## src/rtl/boot_dec_pkg.sv

```systemverilog
package boot_dec_pkg;

  typedef enum logic [1:0] {
    RGN_RAM  = 2'd0,
    RGN_EXT  = 2'd1,
    RGN_ROM  = 2'd2,
    RGN_NULL = 2'd3
  } region_e;

  typedef struct packed {
    logic        valid;
    region_e     region;
    logic [15:0] addr;
    logic        unimpl;
    logic        guard;
  } decode_s;

endpackage

```

## src/rtl/bdec_ctrl_bit.sv

```systemverilog
module bdec_ctrl_bit #(
  parameter logic RST_VAL = 1'b1
) (
  input  logic clk,
  input  logic rst,
  input  logic we,
  input  logic d,
  output logic q
);

  always_ff @(posedge clk) begin
    if (rst)     q <= RST_VAL;
    else if (we) q <= d;
  end

endmodule

```

## src/rtl/bdec_vec_match.sv

```systemverilog
module bdec_vec_match #(
  parameter int          AW        = 16,
  parameter logic [15:0] VEC_LO    = 16'hFFEE,
  parameter int          NSLOT     = 9,
  parameter logic [8:0]  IMPL_MASK = 9'h17F
) (
  input  logic [AW-1:0] addr,
  output logic          hit,
  output logic          impl
);

  localparam logic [AW-2:0] SBASE = VEC_LO[AW-1:1];

  logic [NSLOT-1:0] slot_hit;

  // One two-byte slot per comparator, laid out upward from VEC_LO.
  for (genvar k = 0; k < NSLOT; k++) begin : g_slot
    localparam logic [AW-2:0] SLOT_W = SBASE + (AW-1)'(k);
    assign slot_hit[k] = (addr[AW-1:1] == SLOT_W);
  end

  assign hit  = |slot_hit;
  assign impl = |(slot_hit & IMPL_MASK[NSLOT-1:0]);

endmodule

```

## src/rtl/bdec_region.sv

```systemverilog
module bdec_region
  import boot_dec_pkg::*;
#(
  parameter int          AW        = 16,
  parameter logic [15:0] ROM_BASE  = 16'hFE00,
  parameter logic [15:0] RAM_TOP   = 16'h0FFF,
  parameter logic [15:0] GUARD_LO  = 16'h0080,
  parameter logic [15:0] GUARD_HI  = 16'h00FF,
  parameter int          CLR_BITS  = 4
) (
  input  logic [AW-1:0] addr,
  input  logic          rd,
  input  logic          wr,
  input  logic          rom_on,
  input  logic          vec_hit,
  input  logic          vec_impl,
  output decode_s       dec
);

  localparam logic [AW-1:0] KEEP_MASK = {AW{1'b1}} >> CLR_BITS;

  logic in_rom, in_ram, in_guard, is_read;

  assign in_rom   = (addr >= ROM_BASE[AW-1:0]);
  assign in_ram   = (addr <= RAM_TOP[AW-1:0]);
  assign in_guard = (addr >= GUARD_LO[AW-1:0]) && (addr <= GUARD_HI[AW-1:0]);
  assign is_read  = rd && !wr;

  always_comb begin
    dec        = '0;
    dec.valid  = rd || wr;
    dec.region = RGN_EXT;
    dec.addr   = 16'(addr);
    if (rom_on && in_rom) begin
      if (is_read && vec_hit && vec_impl) begin
        dec.region = RGN_RAM;
        dec.addr   = 16'(addr & KEEP_MASK);
      end else if (is_read && vec_hit) begin
        dec.region = RGN_NULL;
        dec.unimpl = dec.valid;
      end else begin
        dec.region = RGN_ROM;
      end
    end else if (in_ram) begin
      dec.region = RGN_RAM;
      dec.guard  = wr && rom_on && in_guard;
    end
  end

endmodule

```

## src/rtl/boot_addr_decoder.sv

```systemverilog
module boot_addr_decoder
  import boot_dec_pkg::*;
#(
  parameter int          AW        = 16,
  parameter logic [15:0] ROM_BASE  = 16'hFE00,
  parameter logic [15:0] RAM_TOP   = 16'h0FFF,
  parameter logic [15:0] VEC_LO    = 16'hFFEE,
  parameter int          NSLOT     = 9,
  parameter logic [8:0]  IMPL_MASK = 9'h17F,
  parameter logic [15:0] GUARD_LO  = 16'h0080,
  parameter logic [15:0] GUARD_HI  = 16'h00FF,
  parameter int          CLR_BITS  = 4
) (
  input  logic          clk,
  input  logic          rst,
  input  logic [15:0]   addr_i,
  input  logic          rd_i,
  input  logic          wr_i,
  input  logic          boot_we_i,
  input  logic          boot_d_i,
  output logic          sel_rom_o,
  output logic          sel_ram_o,
  output logic          sel_ext_o,
  output logic          sel_null_o,
  output logic [15:0]   mem_addr_o,
  output logic          unimpl_vec_o,
  output logic          guard_hit_o
);

  logic    rom_on;
  logic    vec_hit, vec_impl;
  decode_s dec;

  bdec_ctrl_bit #(.RST_VAL(1'b1)) u_ctrl (
    .clk (clk),
    .rst (rst),
    .we  (boot_we_i),
    .d   (boot_d_i),
    .q   (rom_on)
  );

  bdec_vec_match #(
    .AW(AW), .VEC_LO(VEC_LO), .NSLOT(NSLOT), .IMPL_MASK(IMPL_MASK)
  ) u_vec (
    .addr (addr_i[AW-1:0]),
    .hit  (vec_hit),
    .impl (vec_impl)
  );

  bdec_region #(
    .AW(AW), .ROM_BASE(ROM_BASE), .RAM_TOP(RAM_TOP),
    .GUARD_LO(GUARD_LO), .GUARD_HI(GUARD_HI), .CLR_BITS(CLR_BITS)
  ) u_rgn (
    .addr     (addr_i[AW-1:0]),
    .rd       (rd_i),
    .wr       (wr_i),
    .rom_on   (rom_on),
    .vec_hit  (vec_hit),
    .vec_impl (vec_impl),
    .dec      (dec)
  );

  always_ff @(posedge clk) begin
    if (rst) begin
      sel_rom_o    <= 1'b0;
      sel_ram_o    <= 1'b0;
      sel_ext_o    <= 1'b0;
      sel_null_o   <= 1'b0;
      mem_addr_o   <= '0;
      unimpl_vec_o <= 1'b0;
      guard_hit_o  <= 1'b0;
    end else begin
      sel_rom_o    <= dec.valid && (dec.region == RGN_ROM);
      sel_ram_o    <= dec.valid && (dec.region == RGN_RAM);
      sel_ext_o    <= dec.valid && (dec.region == RGN_EXT);
      sel_null_o   <= dec.valid && (dec.region == RGN_NULL);
      mem_addr_o   <= dec.addr;
      unimpl_vec_o <= dec.unimpl;
      guard_hit_o  <= dec.guard;
    end
  end

  AST_ONE_SELECT: assert property (@(posedge clk) disable iff (rst)
    (!$past(rst) && $past(rd_i || wr_i)) |->
      ($countones({sel_rom_o, sel_ram_o, sel_ext_o, sel_null_o}) == 1));

  AST_IDLE_QUIET: assert property (@(posedge clk) disable iff (rst)
    (!$past(rst) && !$past(rd_i || wr_i)) |->
      !(sel_rom_o || sel_ram_o || sel_ext_o || sel_null_o || guard_hit_o));

  AST_ROM_OFF_NO_ROM: assert property (@(posedge clk) disable iff (rst)
    (!$past(rst) && !$past(rom_on)) |-> !sel_rom_o && !sel_null_o);

  AST_EXT_ADDR_PASS: assert property (@(posedge clk) disable iff (rst)
    (!$past(rst) && sel_ext_o) |-> (mem_addr_o == $past(addr_i)));

  AST_GUARD_ON_WRITE: assert property (@(posedge clk) disable iff (rst)
    guard_hit_o |-> ($past(wr_i) && sel_ram_o));

  AST_UNIMPL_NULL: assert property (@(posedge clk) disable iff (rst)
    unimpl_vec_o |-> (sel_null_o && !$past(wr_i)));

endmodule

```

## config.mk

```make
export PLATFORM = sky130hd
export DESIGN_NAME = boot_addr_decoder
export DESIGN_NICKNAME = d
export VERILOG_FILES = /design/src/rtl/boot_dec_pkg.sv /design/src/rtl/bdec_ctrl_bit.sv /design/src/rtl/bdec_vec_match.sv /design/src/rtl/bdec_region.sv /design/src/rtl/boot_addr_decoder.sv
export SDC_FILE = /design/constraint.sdc
export NUM_CORES = 1
export LEC_CHECK = 0
export ABC_AREA = 1
export BUFFER_PORTS_ARGS = -buffer_cell sky130_fd_sc_hd__buf_2
export CAP_MARGIN = 0
export CORE_MARGIN = 3
export CORE_UTILIZATION = 35
export CTS_CLUSTER_DIAMETER = 50
export DETAILED_ROUTE_END_ITERATION = 12
export PLACE_DENSITY = 0.75
export SLEW_MARGIN = 20
export SYNTH_ARGS = -nofsm -noshare
export SYNTH_HDL_FRONTEND = slang
export SYNTH_SLANG_ARGS = --single-unit
```

## constraint.sdc

```tcl
create_clock -name clk -period 1 [get_ports clk]
set_clock_uncertainty 0.2 [all_clocks]
set_input_delay 0.2 -clock clk [delete_from_list [all_inputs] [get_ports clk]]
set_output_delay 0.2 -clock clk [all_outputs]
set_load 0.05 [all_outputs]
```

==> key figures, run 1 <==
Synthesis
  – Sequential area share after synthesis: 0.557
  – Synth cell types: 19
  – Synth Instances: roughly 100
  – Mapped Area: a little over 800 um^2
  – Post-synth net total: roughly 130
  – Syn Area/Cell: 7.95 um^2
  – #FFs+latches synth: 23
  – Yosys Warn Count: 0

Final layout
  – Area growth from synthesis to layout: 100%
  – Layout fillers: approximately 130
  – Layout cells sized above 1: 0.622
  – Antenna Cells: 0
  – Nets: 195

Timing
  – Max-slew headroom: 0.819
  – Final Hold Vio Count: 2
  – Fin worst setup slack: -0.239 ns
  – Min Hold Slack: -0.115 ns
  – Final setup violation count: 30
  – Final min period: about 1.2 ns
  – Worst slew pin tran: 0.272 ns
  – Max Clock Freq: approximately 0.8 GHz
  – Final Max Slew Viols: 0
  – RSZ-0062 raised after global routing: true
  – Final period utilization: 1.24

Power and ir drop
  – Tot Pwr: 0.00195 W
  – Worst vdd ir: approximately 0.00098 V
  – P_leak: ~0.86 nW
  – Power Dens Cells: approximately 1200 nW/um^2

Critical path
  – Reg2reg setup slack: -0.04 ns
  – Worst path bufs/invs: 1
  – Worst Path Required: approximately 0.60 ns
  – Critical path peak fanout: 1
  – Critical-path top delay cell: dfxtp_2
  – Critical-path cell list: buf_8
  – CP startpoint kind: flop
  – CP Class: reg2out
  – CP max stage delay: approximately 0.38 ns
  – Top delay family on crit path: flip-flops
  – CP arrival: around 0.84 ns
  – Worst Setup End Kind: primary output

GRT
  – Antenna violations before repair: 0
  – Global-route wire length before repair: 4440 um
  – Total track usage: 0.217
  – Met2 Use GR: 0.429
  – Largest net degree at the start of global routing: 14
  – Most used routing layer: met2
  – Gr ovfl total: 0
  – Vias in the first global route: 1002
  – Routing usage on met1: 0.197
  – Grt met3 use: 0.0463

Detailed routing
  – Routed len/inst: 15.1 um
  – WL final: around 3000 um
  – Routed vias: around 940
  – Initial DRC count: 16
  – Vias/cell: approximately 4.7
  – # DRC: 0
  – TritonRoute pass-1 iters: 4
  – DRT antenna net count: 0

Floorplanning
  – Die Wd: around 55 um
  – Core Footprint: approximately 2100 um^2
  – Die Height: around 55 um
  – Total Die Area: slightly below 3000 um^2
  – Initial Util: 0.393
  – Ports: between 40 and 50
  – Rows: 16

Clock tree
  – CTS hold repair buffers: 12
  – CTS Root Cell: clkbuf_4
  – CTS sink cnt: 23
  – CTS tree: done
  – Clk buf depth: 2
  – H-tree Lvls: 1
  – Clock Latency Late Sink: 0.31 ns
  – Clock transition at path regs: roughly 0.13 ns
  – Inserted Clock Buffers: 3

Placement
  – Port bufs: 43
  – GP Congestion: ~0.76
  – Hpwl dp: 1540 um

Worst hold path
  – Worst hold path class: in2reg

Outcome
  – Status: complete, but fails checks
  – Failing checks: negative hold slack, negative setup slack

Job
  – # Max-Cap Violations: 0
[worst paths after layout]
kind	start	to	cells after the start
hold reg to reg	u_ctrl.q$_SDFFE_PP1P_	sel_ext_o$_SDFF_PP0_	3
hold / removal	boot_we_i	u_ctrl.q$_SDFFE_PP1P_	2
setup reg to reg	u_ctrl.q$_SDFFE_PP1P_	mem_addr_o[15]$_SDFF_PP0_	3
setup / recovery	mem_addr_o[5]$_SDFF_PP0_	mem_addr_o[5]	1
[power by group]
group	switching (W)	internal (W)
Clock	0.000289	0.000150
Combinational	0.000288	0.000228
Sequential	0.0000292	0.000964
[cells in the mapped netlist]
| master | count | area, um^2 |
|---|---|---|
| a21oi_1 | 4 | 20.0 |
| a21oi_2 | 1 | 8.76 |
| and2_1 | 2 | 12.5 |
| buf_2 | 1 | 5.00 |
| clkbuf_1 | 1 | 3.75 |
| dfxtp_1 | 23 | 460 |
| inv_1 | 23 | 86.3 |
| inv_2 | 1 | 3.75 |
| nand2_1 | 11 | 41.3 |
| nand2_2 | 3 | 18.8 |
| nand3_1 | 3 | 15.0 |
| nand4_1 | 4 | 25.0 |
| nor2_1 | 18 | 67.6 |
| nor2_2 | 4 | 25.0 |
| nor2_4 | 1 | 11.3 |
| nor3_1 | 1 | 5.00 |
| o21ai_0 | 1 | 5.00 |
| o21ai_1 | 1 | 5.00 |
| o21bai_1 | 1 | 7.51 |
[flip-flops by register name, indices dropped and copies added (netlist names)]
signal and cells:
sel_rom_o 1, unimpl_vec_o 1, mem_addr_o 16, sel_null_o 1, u_ctrl.q 1, sel_ext_o 1, guard_hit_o 1, sel_ram_o 1
[metrics by stage]
stage | instance area, um^2 | worst slack [ns] | std cells | TNS, ns | utilization
after floorplan | 880 | -0.0731 | 104 | -0.313 | -
after global placement | 1190 | -0.284 | 182 | -2.03 | 0.567
after detailed placement | 1190 | -0.334 | 182 | -2.43 | 0.567
after CTS | 1560 | -0.223 | 198 | -4.84 | 0.744
after global routing | 1650 | -0.246 | 199 | -5.82 | 0.787
final | 1650 | -0.239 | 199 | -5.07 | 0.787
[cells by family after synthesis]
logic type,after synthesis,share of synthesized area
buffers and inverters,26,0.119
AOI/OAI and AO/OA,8,0.0560
DFF,23,0.557
and+or+nand+nor,47,0.268
[metal layers]
metal | vias to the layer above | share of wire
met5 | - | 0
met4 | 0 | 0.040
met3 | 13 | 0.054
met2 | 48 | 0.55
met1 | 430 | 0.35
li1 | 446 | -
[cell type report]
class / count / area [um^2] / area share
Clock buffer: 3 / 22.5 / 0.0136
Timing Repair Buffer: 66 / 647 / 0.391
Clock inverter: 1 / 5.00 / 0.00303
Inverter: 24 / 95.1 / 0.0575
Multi-Input combinational cell: 55 / 359 / 0.217
Sequential cell: 23 / 492 / 0.297
Tap cell: 27 / 33.8 / 0.0204
[placed cells by master, fill, tap and decap left out, drive strengths merged]
| cell type | instances |
|---|---|
| nor3 | 1 |
| buf | 56 |
| nor2 | 23 |
| nand3 | 3 |
| o21ai | 2 |
| nand2 | 14 |
| and2 | 2 |
| inv | 24 |
| dlymetal6s4s | 3 |
| a21oi | 5 |
| nand4 | 4 |
| clkbuf | 3 |
| clkinv | 1 |
| o21bai | 1 |
| dlygate4sd3 | 7 |
| dfxtp | 23 |
[timing repair]
item	4_1_cts	5_1_grt
endpoints found under the hold margin	13	2
resized for setup	83	27
pin swaps	9	12
setup buffers	0	3
setup endpoints to repair	26	35
gates cloned	0	0
(Power assumes the default switching activity.)
==> run 2, diff against run 1 <==
==> constraint.sdc (replaced) <==
create_clock -name clk -period 1 [get_ports clk]
set_clock_uncertainty 0.2 [all_clocks]
set_input_delay 0.15 -clock clk [delete_from_list [all_inputs] [get_ports clk]]
set_output_delay 0.15 -clock clk [all_outputs]
set_load 0.05 [all_outputs]
==> run 2 against run 1 <==
Flip-flop and latch count did not move. Die area unchanged. The run still ends with negative hold slack, negative setup slack left. Combinational power is 4% lower. Via count down 3.2%. Worst setup slack gained 0.058 ns. Hold slack got worse by 0.059 ns. Highest routed layer unchanged.
==> key figures, run 2 (synthesis gave the netlist of run 1 again) <==
Outcome
  – Status: complete, but fails checks (unchanged)
  – Failing checks: negative hold slack, negative setup slack (unchanged)

Final layout
  – Area growth from synthesis to layout: 96.2% (was 100%)
  – Max reg flops: 16 (unchanged)
  – Most frequent cells in the layout: dfxtp_2 (22), inv_1 (21), buf_8 (21) (was dfxtp_2 (22), inv_1 (20), nor2_1 (18), buf_8 (18), buf_2 (17))
  – Layout fillers: 127 (unchanged)
  – Most common cell after layout, fill and taps aside: dfxtp_2 (unchanged)
  – Antenna Cells: 0 (unchanged)
  – Register with the most flip-flops: mem_addr_o (unchanged)
  – Nets: 195 (unchanged)
  – Fin cells: 199 (unchanged)
  – Layout cells sized above 1: 0.599 (was 0.622)

Critical path
  – Worst r2r src: u_ctrl.q$_SDFFE_PP1P_ (unchanged)
  – Critical-path top delay cell: dfxtp_2 (unchanged)
  – Worst Setup End Kind: primary output (unchanged)
  – CP max stage delay: 0.37 ns (was 0.38 ns)
  – CP Class: reg2out (unchanged)
  – Top delay family on crit path: flip-flops (unchanged)
  – Worst path bufs/invs: 1 (unchanged)
  – CP startpoint kind: flop (unchanged)
  – Critical-path cell list: buf_8 (unchanged)
  – Crit path launch: mem_addr_o[5]$_SDFF_PP0_ (unchanged)
  – CP arrival: 0.83 ns (was 0.84 ns)
  – Worst Path Required: 0.65 ns (was 0.60 ns)
  – Critical path peak fanout: 1 (unchanged)

Timing
  – Worst slew pin tran: 0.317 ns (was 0.272 ns)
  – Fin worst setup slack: -0.181 ns (was -0.239 ns)
  – Setup TNS: -3.77 ns (was -5.07 ns)
  – RSZ-0062 raised after global routing: true (unchanged)
  – Final Hold Vio Count: 6 (was 2)
  – Final Max Slew Viols: 0 (unchanged)
  – Max-slew headroom: 0.789 (was 0.819)
  – Final setup violation count: 29 (was 30)
  – Min Hold Slack: -0.174 ns (was -0.115 ns)
  – Final period utilization: 1.18 (was 1.24)
  – Final min period: 1.18 ns (was 1.24 ns)
  – Max Clock Freq: 0.846 GHz (was 0.807 GHz)

GRT
  – Vias in the first global route: 954 (was 1002)
  – Antenna violations before repair: 0 (unchanged)
  – Total track usage: 0.191 (was 0.217)
  – Gr ovfl total: 0 (unchanged)
  – Largest net degree at the start of global routing: 13 (was 14)
  – Global-route wire length before repair: 3960 um (was 4440 um)

Job
  – # Max-Cap Violations: 0 (unchanged)

Floorplanning
  – Core Footprint: 2100 um^2 (unchanged)
  – Rows: 16 (unchanged)
  – Die Height: 54.6 um (unchanged)
  – Total Die Area: 2980 um^2 (unchanged)
  – Ports: 44 (unchanged)
  – Die Wd: 54.6 um (unchanged)
  – Initial Util: 0.393 (unchanged)

Clock tree
  – Clock Latency Late Sink: 0.31 ns (about the same)
  – Inserted Clock Buffers: 3 (unchanged)
  – CTS tree: done (unchanged)
  – Clock transition at path regs: 0.12 ns (was 0.13 ns)
  – CTS sink cnt: 23 (unchanged)
  – Clk buf depth: 2 (unchanged)
  – H-tree Lvls: 1 (unchanged)
  – CTS Root Cell: clkbuf_4 (unchanged)

Worst hold path
  – Hold Path Origin: rst (was boot_we_i)
  – Worst hold path class: in2reg (unchanged)

Detailed routing
  – Initial DRC count: 4 (was 16)
  – Routed len/inst: 14.0 um (was 15.1 um)
  – Vias/cell: 4.56 (was 4.71)
  – TritonRoute pass-1 iters: 4 (unchanged)
  – WL final: 2780 um (was 3010 um)
  – DRT antenna net count: 0 (unchanged)
  – Routed vias: 907 (was 937)
  – # DRC: 0 (unchanged)

Power and ir drop
  – Power Dens Cells: 1180 nW/um^2 (about the same)
  – Worst vdd ir: 0.000920 V (was 0.000981 V)
  – P_leak: 0.822 nW (was 0.861 nW)

Placement
  – GP Congestion: 0.758 (was 0.757)
  – Hpwl dp: 1550 um (was 1540 um)
  – Placed cells: 182 (unchanged)
  – Port bufs: 43 (unchanged)
run 2: changes by cell type in the layout (fill, tap and decap cells not counted), moves of 2 or more:
cell	before	now
buf_6	7	1
buf_8	18	21
dlygate4sd3_1	7	10
buf_2	17	19
dlymetal6s4s_1	3	1
nand3_1	0	2
nand3_2	2	0
run 2: per-layer routing:
layer | vias up | track usage | wire length, um
met3 | 13 | 0.0272 | 100
met1 | 417 | 0.169 | 906
li1 | 443 | - | -
met2 | 34 | 0.406 | 1660
met5 | - | 0 | 0
met4 | 0 | 0.0830 | 120
run 2: power breakdown:
| part | total (W) | switching [W] | leakage [nW] | internal (W) |
|---|---|---|---|---|
| Sequential | 0.000993 | 0.0000296 | 0.197 | 0.000964 |
| Combinational | 0.000496 | 0.000274 | 0.609 | 0.000222 |
| Clock | 0.000429 | 0.000273 | 0.0150 | 0.000156 |
run 2: area by class of cell:
type	instances	area [um^2]	share of cell area
Timing Repair Buffer	66	639	0.394
Multi-Input combinational cell	55	339	0.209
Tap cell	27	33.8	0.0208
Inverter	24	92.6	0.0571
Sequential cell	23	492	0.303
Clock buffer	4	26.3	0.0162
run 2: timing repair:
action	in CTS	in global routing
pin swaps	7	6
setup buffers	2	0
setup endpoints to repair	29	32
gates resized for setup	83	21
hold buffers	11	2
hold endpoints to repair	14	6
run 2: through the flow:
step | worst slack (ns) | util | power (W) | instance area, um^2 | hold slack (ns)
after floorplan | -0.0231 | - | 0.00121 | 866 | 0.0504
after global placement | -0.228 | 0.562 | 0.00134 | 1180 | 0.148
after detailed placement | -0.293 | 0.562 | 0.00135 | 1180 | 0.159
after CTS | -0.159 | 0.742 | 0.00187 | 1560 | -0.180
after global routing | -0.202 | 0.772 | 0.00200 | 1620 | -0.167
final | -0.181 | 0.772 | 0.00192 | 1620 | -0.174
run 2: path summary, 6_finish.rpt:
check                                   end  slack, ns  cells past startpoint
hold reg to reg      guard_hit_o$_SDFF_PP0_       0.32                      2
setup / recovery              mem_addr_o[5]      -0.18                      1
hold / removal     mem_addr_o[7]$_SDFF_PP0_      -0.17                      2
setup reg to reg  mem_addr_o[14]$_SDFF_PP0_      -0.03                      3
==> run 3, diff against run 2 <==
--- a/config.mk
+++ b/config.mk
@@ -12,7 +12,7 @@
 export CORE_UTILIZATION = 35
 export CTS_CLUSTER_DIAMETER = 50
 export DETAILED_ROUTE_END_ITERATION = 12
-export PLACE_DENSITY = 0.75
+export PLACE_DENSITY = 0.66
 export SLEW_MARGIN = 20
 export SYNTH_ARGS = -nofsm -noshare
 export SYNTH_HDL_FRONTEND = slang
==> run 3 against run 2 <==
The flow still finishes with violations (negative hold slack, negative setup slack). Clock power is essentially flat. Non-clock buffer count grew 1. Via count grew 2.2%. Count of clock-buffer cells in the layout is the same. Worst setup slack gained 0.0068 ns. Final area shrank 0.15%. Global-route usage grew 0.057 points. Critical path depth is the same.
==> key figures, run 3 (synthesis gave the netlist of run 1 again) <==
GRT
  – Total track usage: 0.192 (was 0.191)
  – Antenna violations before repair: 0 (unchanged)
  – Vias in the first global route: 939 (was 954)
  – Gr ovfl total: 0 (unchanged)
  – Global-route wire length before repair: 3950 um (was 3960 um)
  – Largest net degree at the start of global routing: 13 (unchanged)

Timing
  – Final min period: 1.17 ns (was 1.18 ns)
  – Max-slew headroom: 0.764 (was 0.789)
  – Final period utilization: 1.17 (was 1.18)
  – Max Clock Freq: 0.851 GHz (was 0.846 GHz)
  – Final Hold Vio Count: 4 (was 6)
  – Fin worst setup slack: -0.175 ns (was -0.181 ns)
  – Worst slew pin tran: 0.353 ns (was 0.317 ns)
  – Final Max Slew Viols: 0 (unchanged)
  – Min Hold Slack: -0.0831 ns (was -0.174 ns)
  – Final setup violation count: 30 (was 29)
  – RSZ-0062 raised after global routing: true (unchanged)

Placement
  – Dpl cell area: 1200 um^2 (was 1180 um^2)
  – GP Congestion: 0.771 (was 0.758)
  – Pre-CTS setup slack: -0.290 ns (was -0.293 ns)
  – Hpwl dp: 1580 um (was 1550 um)
  – Port bufs: 43 (unchanged)
  – Placed cells: 185 (was 182)

Final layout
  – Final design area excluding fillers: 1620 um^2 (about the same)
  – Area growth from synthesis to layout: 95.9% (was 96.2%)
  – Most common cell after layout, fill and taps aside: inv_1 (was dfxtp_2)
  – Final core occ: 0.771 (was 0.772)
  – Max reg flops: 16 (unchanged)
  – Fin cells: 200 (was 199)
  – Layout cells sized above 1: 0.578 (was 0.599)
  – Register with the most flip-flops: mem_addr_o (unchanged)
  – Antenna Cells: 0 (unchanged)
  – Nets: 196 (was 195)
  – Most frequent cells in the layout: inv_1 (23), dfxtp_2 (22), buf_2 (20), buf_8 (20), nor2_1 (18) (was dfxtp_2 (22), inv_1 (21), buf_8 (21))

Critical path
  – Worst Setup End Kind: primary output (unchanged)
  – Top delay family on crit path: flip-flops (unchanged)
  – Critical path peak fanout: 1 (unchanged)
  – Reg2Reg Depth: 4 (was 3)
  – Critical-path top delay cell: dfxtp_2 (unchanged)
  – Reg2reg setup slack: -0.09 ns (was -0.03 ns)
  – Worst r2r src: u_ctrl.q$_SDFFE_PP1P_ (unchanged)
  – Worst R2R End: guard_hit_o$_SDFF_PP0_ (was mem_addr_o[14]$_SDFF_PP0_)
  – CP arrival: 0.82 ns (was 0.83 ns)
  – Worst path bufs/invs: 1 (unchanged)
  – CP max stage delay: 0.36 ns (was 0.37 ns)
  – Worst Path Required: 0.65 ns (about the same)
  – CP startpoint kind: flop (unchanged)
  – CP Class: reg2out (unchanged)
  – Critical-path cell list: buf_8 (unchanged)

Clock tree
  – Clock Latency Late Sink: 0.31 ns (about the same)
  – Clk buf depth: 2 (unchanged)
  – H-tree Lvls: 1 (unchanged)
  – CTS tree: done (unchanged)
  – CTS Root Cell: clkbuf_4 (unchanged)
  – CTS sink cnt: 23 (unchanged)
  – Inserted Clock Buffers: 3 (unchanged)
  – Clock transition at path regs: 0.12 ns (about the same)

Power and ir drop
  – Tot Pwr: 0.00193 W (was 0.00192 W)
  – P_leak: 0.820 nW (was 0.822 nW)
  – Power Dens Cells: 1190 nW/um^2 (was 1180 nW/um^2)
  – Worst vdd ir: 0.00101 V (was 0.000920 V)

Outcome
  – Status: complete, but fails checks (unchanged)
  – Failing checks: negative hold slack, negative setup slack (unchanged)

Worst hold path
  – Worst Hold Path EP: mem_addr_o[7]$_SDFF_PP0_ (unchanged)
  – Hold Path Origin: rst (unchanged)
  – Worst hold path class: in2reg (unchanged)
  – Hold path cells: 2 (unchanged)

Floorplanning
  – Die Wd: 54.6 um (unchanged)
  – Core Footprint: 2100 um^2 (unchanged)
  – Rows: 16 (unchanged)
  – Total Die Area: 2980 um^2 (unchanged)
  – Die Height: 54.6 um (unchanged)
  – Ports: 44 (unchanged)
  – Initial Util: 0.393 (unchanged)

Detailed routing
  – DRT antenna net count: 0 (unchanged)
  – WL final: 2810 um (was 2780 um)
  – Routed vias: 927 (was 907)
  – Vias/cell: 4.64 (was 4.56)
  – # DRC: 0 (unchanged)
  – Initial DRC count: 27 (was 4)
  – TritonRoute pass-1 iters: 4 (unchanged)
  – Routed len/inst: 14.0 um (about the same)

Job
  – # Max-Cap Violations: 0 (unchanged)
[run 3: worst max path at each step]
stage,cells past startpoint,endpoint,from
3_3_place_gp,8,mem_addr_o[13]$_SDFF_PP0_,addr_i[10]
3_5_place_dp,8,mem_addr_o[15]$_SDFF_PP0_,addr_i[10]
5_1_grt,1,mem_addr_o[7],mem_addr_o[7]$_SDFF_PP0_
6_report,1,mem_addr_o[7],mem_addr_o[7]$_SDFF_PP0_
4_1_cts,1,guard_hit_o,guard_hit_o$_SDFF_PP0_
2_1_floorplan,7,mem_addr_o[13]$_SDFF_PP0_,addr_i[10]
[run 3: where the power goes]
group          switching, W  leakage [nW]  total, W  internal (W)
registers         0.0000291         0.197  0.000993      0.000964
clock network      0.000275        0.0150  0.000431      0.000156
logic              0.000279         0.607  0.000505      0.000226
total              0.000583         0.820   0.00193       0.00135
[run 3: through the flow]
stage / TNS [ns] / hold slack [ns]
finish: -3.75 / -0.0831
global placement: -1.66 / 0.148
CTS: -3.59 / -0.154
global route: -4.76 / -0.114
detailed placement: -2.00 / 0.158
floorplan: -0.0826 / 0.0504
[run 3: routing by layer]
layer / share of wire / up-vias / GRT usage / routed length (um)
li1: - / 447 / - / -
met5: 0 / - / 0 / 0
met3: 0.049 / 7 / 0.0163 / 137
met4: 0.021 / 0 / 0.112 / 59
met1: 0.37 / 430 / 0.186 / 1040
met2: 0.56 / 43 / 0.382 / 1570
[run 3: what timing repair did]
action / 4_1_cts / 5_1_grt
pin swaps: 5 / 6
hold buffers: 11 / 2
endpoints found under the setup margin: 29 / 30
setup buffers: 0 / 1
gates resized for setup: 75 / 21
cloned: 0 / 0
hold endpoints to repair: 14 / 7
[run 3: final cells by class]
type / count / area [um^2]
repair buffers: 67 / 642
flip-flops and latches: 23 / 492
fillers: 135 / 482
multi-input cells: 55 / 334
inverters: 24 / 92.6
well taps: 27 / 33.8
clock buffers: 4 / 26.3
